## config.mk

```make
export PLATFORM = sky130hd
export DESIGN_NAME = kp_sleep_ctrl
export DESIGN_NICKNAME = d
export VERILOG_FILES = /design/src/rtl/kp_sleep_ctrl.sv
export SDC_FILE = /design/constraint.sdc
export NUM_CORES = 1
export LEC_CHECK = 0
export CAP_MARGIN = 15
export CORE_MARGIN = 1
export CORE_UTILIZATION = 50
export CTS_BUF_LIST = sky130_fd_sc_hd__clkbuf_16
export DETAILED_ROUTE_END_ITERATION = 16
export DONT_BUFFER_PORTS = 1
export GPL_TIMING_DRIVEN = 0
export PLACE_DENSITY_LB_ADDON = 0.3
export SLEW_MARGIN = 30
export SYNTH_ARGS = -nofsm -noshare
export SYNTH_HDL_FRONTEND = slang
export SYNTH_SLANG_ARGS = --single-unit
```

## constraint.sdc

```tcl
create_clock -name clk -period 2 [get_ports clk]
set_input_delay 0 -clock clk [delete_from_list [all_inputs] [get_ports clk]]
set_output_delay 0 -clock clk [all_outputs]
set_load 0.1 [all_outputs]
```

## src/rtl/kp_sleep_ctrl.sv

```systemverilog
module kp_sleep_ctrl #(
  parameter int BASE_TICKS   = 8,
  parameter int SETTLE_TICKS = 2
) (
  input  logic       clk,
  input  logic       rst_n,
  input  logic       tick,
  input  logic       key_any,
  input  logic       cfg_wr,
  input  logic [7:0] cfg_wdata,
  input  logic       tmo_wr,
  input  logic [2:0] tmo_wdata,
  output logic [7:0] cfg_rdata,
  output logic       drive_en,
  output logic       scan_en
);
  localparam int MAX_T = BASE_TICKS << 6;
  localparam int IW = $clog2(MAX_T + 1);
  localparam int SW = $clog2(SETTLE_TICKS + 1);

  typedef enum logic [1:0] {S_RUN, S_SLEEP, S_SETTLE} mode_t;

  mode_t        st;
  logic [IW-1:0] idle_cnt, limit;
  logic [SW-1:0] set_cnt;
  logic [2:0]    code;
  logic          aw_en;

  wire host_wake = cfg_wr && cfg_wdata[7];
  wire key_wake  = key_any && aw_en;
  wire unused_cfg_bits = ^{cfg_wdata[6:2], cfg_wdata[0]};

  assign limit = (code == 3'd0) ? '0 : (IW'(BASE_TICKS) << (code - 3'd1));

  always_ff @(posedge clk) begin
    if (!rst_n) begin
      st       <= S_RUN;
      idle_cnt <= '0;
      set_cnt  <= '0;
      code     <= 3'd0;
      aw_en    <= 1'b1;
    end else begin
      if (cfg_wr) aw_en <= cfg_wdata[1];
      if (tmo_wr) code <= tmo_wdata;
      case (st)
        S_RUN: begin
          if (key_any || tmo_wr) idle_cnt <= '0;
          else if (tick && code != 3'd0) begin
            if (idle_cnt == limit) begin
              st       <= S_SLEEP;
              idle_cnt <= '0;
            end else idle_cnt <= idle_cnt + 1'b1;
          end
        end
        S_SLEEP: begin
          if (host_wake || key_wake) begin
            st      <= S_SETTLE;
            set_cnt <= '0;
          end
        end
        default: begin
          idle_cnt <= '0;
          if (tick) begin
            if (set_cnt == SW'(SETTLE_TICKS - 1)) st <= S_RUN;
            else set_cnt <= set_cnt + 1'b1;
          end
        end
      endcase
    end
  end

  assign drive_en  = (st != S_SLEEP);
  assign scan_en   = (st == S_RUN);
  assign cfg_rdata = {st == S_SLEEP, 5'd0, aw_en, 1'b0};

  a_r5_host_wake: assert property (@(posedge clk) disable iff (!rst_n)
    (st == S_SLEEP && host_wake) |=> (cfg_rdata[7] == 1'b0 && drive_en));

  a_r6_key_wake: assert property (@(posedge clk) disable iff (!rst_n)
    (st == S_SLEEP && key_any && aw_en) |=> (drive_en && !scan_en));

  a_r7_no_wake: assert property (@(posedge clk) disable iff (!rst_n)
    (st == S_SLEEP && !aw_en && !host_wake) |=> cfg_rdata[7]);

  a_r8_scan_on_tick: assert property (@(posedge clk) disable iff (!rst_n)
    $rose(scan_en) |-> $past(tick));

  a_r8_scan_needs_drive: assert property (@(posedge clk) disable iff (!rst_n)
    !drive_en |-> !scan_en);

  a_r2_never_sleep: assert property (@(posedge clk) disable iff (!rst_n)
    (code == 3'd0 && !tmo_wr && st == S_RUN) |=> !cfg_rdata[7]);

  a_r4_key_holds: assert property (@(posedge clk) disable iff (!rst_n)
    (st == S_RUN && key_any) |=> !cfg_rdata[7]);
endmodule

```

==> metrics.md <==
| Metric | Value |
|---|---|
| Vias/cell | ~5.7 |
| Max clock buf depth | 2 |
| Setup Skew | slightly below 0.005 ns |
| CORE AREA | 2210 um2 |
| Gpl congestion | between 0.7 and 0.8 |
| Grt peak-use layer | met2 |
| Initial Util | a little over half |
| R2R depth | 7 |
| Critical R2R Capture | idle_cnt[3] |
| RSZ-0062 raised after global routing | no |
| Ant. Diodes | 0 |
| Main synth FF type | dfxtp_1 |
| Skew-Pair Late Insertion Delay | 0.25 ns |
| # rows | 17 |
| Reg clk slew, reported paths | 0.05 ns |
| MaxCap Viol Count | 0 |
| Die span in y | ~50 um |
| CP Launch Type | flip-flop |
| Post-DP HPWL | between 1.5 and 2 mm |
| H-tree depth | 1 |
| Antenna viol nets, final | 0 |
| Clock sinks | 18 |
| Worst R2R Setup Slack | 0.17 ns |
| Critical Path Most Common Cell | a21oi_1 |
| CP startpoint | st[1] |
| Pwr dens | roughly 680 nW/um2 |
| Port Buffers | 0 |
| Sw frac | roughly 28% |
| Share of layout cells above drive strength 1 | between 10% and 20% |
| Share of the synthesized area in the top cell type | slightly above 30% |
| Layout area overhead | 21.0% |
| Tot Pwr | 0.000955 W |
| Slew @ Worst Pin | 0.617 ns |
| Die Wd | 50.2 um |
| Post-synth EDFFs | 0 |
| Vias in the first global route | between 900 and 1000 |
| CP required | between 2 and 2.5 ns |
| Cell taking the most area after synthesis | dfxtp_1 |
| Switching power | 0.000264 W |
| Worst rel slew slack | 58.7% |
| CP max-delay cell | dfxtp_2 |
| Hold EP | st[1] |
| Ys async rst share | 0% |
| Fraction of the cycle the final worst path needs | around nine tenths |
| Pint | about 0.00069 W |
| Fin. max-slew vios | 0 |
| GRT met1 Usage | a little over a quarter |
| Final setup viols | 0 |
| Fin area | between 1000 and 1500 um2 |
| Final core occ | between 60% and 70% |
| M3 GR Usage | 3.64% |
| Crit. End Element | flip-flop |
| FF-to-FF Start | st[1] |
| Crit-path cells | nand2b_4 -> inv_6 -> a21oi_1 -> clkbuf_4 -> nand4_1 -> xor2_1 -> a21oi_1 |
| Root Buffer | clkbuf_16 |
| Hold Crit Depth | 2 |
| CP delay by family, top | simple AND/OR/NAND/NOR gates |
| Syn Inst Count | ~140 |
| Fin. Hold Viols | 0 |
| Largest net degree at the start of global routing | 11 |
| Hold path startpoint | cfg_wdata[7] |
| Post-synth cell types | 48 |
| Initial drt markers | 26 |
| Total CTS buffers | 3 |
| Status | finished, final reports clean |
| Setup Crit Path Kind | flip-flop to flip-flop |
| Tmin final | around 1.8 ns |
| Flops & latches, synth | 18 |
| Initial antenna violation count | 0 |
| Cell Area, Synth | 1160 um2 |
| Warnings from Yosys | 0 |
| DIE AREA | 2520 um2 |
| Global-route wire length before repair | about 4.3 mm |
| Vias | just over 1000 |
| DR pass1 iterations | 4 |
| Sequential Power Share | approximately 39% |
| Comb power frac | a little under a fifth |
| Max VDD drop | approximately 0.54 mV |
| Number of I/O pins | 27 |
| Routed wire length | 2.57 mm |
| CP Max Fanout | 10 |
| Slowest Stage Delay on Critical Path | about 0.38 ns |
| FMAX | around 540 MHz |
| Synth top area cells | dfxtp_1, a21oi_1, buf_4 |
| Wire per inst | roughly 14 um |
| Worst path bufs/invs | 2 |
| GRT Residual Overflow | 0 |
| Sequential area share after synthesis | between 30% and 40% |
| Nets@finish | 174 |
| Worst hold path class | input pin to flip-flop |
| Dpl ws | -0.0670 ns |
| Clk pwr share | a little over two fifths |
| Mean Syn Cell Area | approximately 8.6 um2 |
| Lkg Pwr | 0.519 nW |
| Gr usage total | approximately 23% |
| Placement Cell Area | roughly 1200 um2 |
| Final WS setup | roughly 0.17 ns |
| Crit path DAT | 2.02 ns |
| Remaining DRCs | 0 |
| Met2 Track Usage GR | 39.1% |
| Min Hold Slack | approximately 0.025 ns |
| CTS tree | built |
==> per-stage QoR <==
| step | cells | TNS (ns) |
|---|---|---|
| global route | 181 | 0 |
| detailed placement | 168 | -0.319 |
| finish | 181 | 0 |
| CTS | 180 | 0 |
| global placement | 168 | 0 |
| floorplan | 140 | 0 |
==> worst max path at each step <==
stage               depth (start not counted)  slack, ns          end
finish                                      7       0.17  idle_cnt[3]
floorplan                                   7       0.15  idle_cnt[8]
detailed placement                          7      -0.07  idle_cnt[4]
global placement                            7       0.02  idle_cnt[8]
global route                                7       0.07  idle_cnt[3]
CTS                                         7       0.05  idle_cnt[3]
==> state kept, by name, summed over array words and instances (netlist names) <==
name	cells
idle_cnt	10
st	2
set_cnt	2
code	3
aw_en	1
==> cell usage after synthesis, types with 2 or more instances <==
cell type  number
nor2b_1         4
buf_6           2
o21ai_0         3
mux2i_1         4
xor2_1          6
nand2_1         7
nand4b_1        2
clkbuf_1        2
buf_2           2
nand3_1         3
a22o_1          2
ha_1            3
nand2b_1        3
a21oi_1        13
xnor2_1         3
nor3_1          3
and2_1          3
nand3b_1        2
nand4_1         4
buf_4           7
inv_1           5
dfxtp_1        18
nor2_1          9
==> layer usage <==
metal | routed length (um) | part of all wire [%] | vias up
li1 | - | - | 505
met3 | 107 | 4.2 | 8
met4 | 52 | 2.0 | 0
met1 | 1080 | 42 | 490
met2 | 1330 | 52 | 34
met5 | 0 | 0 | -
==> cells in the final DEF (no fill, tap or decap), drive strengths merged, types with 2 or more instances in the layout <==
cell type,instances
dfxtp,18
a21oi,14
buf,11
nor2,9
dlygate4sd3,8
nand2,7
xor2,6
conb,6
inv,6
clkbuf,6
nor2b,4
mux2i,4
nand4,4
nor3,4
o21ai,3
nand3,3
and2,3
xnor2,3
ha,3
nand2b,3
nand4b,2
nand3b,2
a22o,2
a21boi,2
==> kinds of logic (layout without fill, tap and decap cells) <==
logic type      Yosys count  count (layout)  share of synthesized area [%]
other cells               1               6                          0.322
simple gates             50              50                           25.6
fa+ha+maj                 3               3                           3.23
buf+inv                  19              32                           9.89
flops                    18              18                           31.0
mux                       5               5                           4.41
compound gates           30              30                           18.8
xor+xnor                  9               9                           6.77
==> area by class of cell <==
cell class / count / area (um2)
timing repair buffer: 9 / 87.6
buffer: 13 / 95.1
tap: 28 / 35.0
inverter: 6 / 27.5
fill: 178 / 805
clock buffer: 3 / 75.1
sequential: 18 / 362
multi-input combinational: 103 / 722
clock inverter: 1 / 3.75
==> what timing repair did <==
item                                    4_1_cts  5_1_grt
gates cloned                                  0        0
endpoints found under the setup margin        7       10
hold buffers                                  8        0
gates resized for setup                       2        2
setup buffers                                 0        1
endpoints found under the hold margin         4        0
pin swaps                                     0        1
==> power by group through the flow <==
stage,clock network (W),logic [W],registers [W]
global route,0.000424,0.000186,0.000376
global placement,0,0.000152,0.000381
floorplan,0,0.000143,0.000379
CTS,0.000407,0.000172,0.000374
detailed placement,0,0.000155,0.000382
finish,0.000405,0.000175,0.000375
No activity file was read; power rests on OpenSTA's default activity.
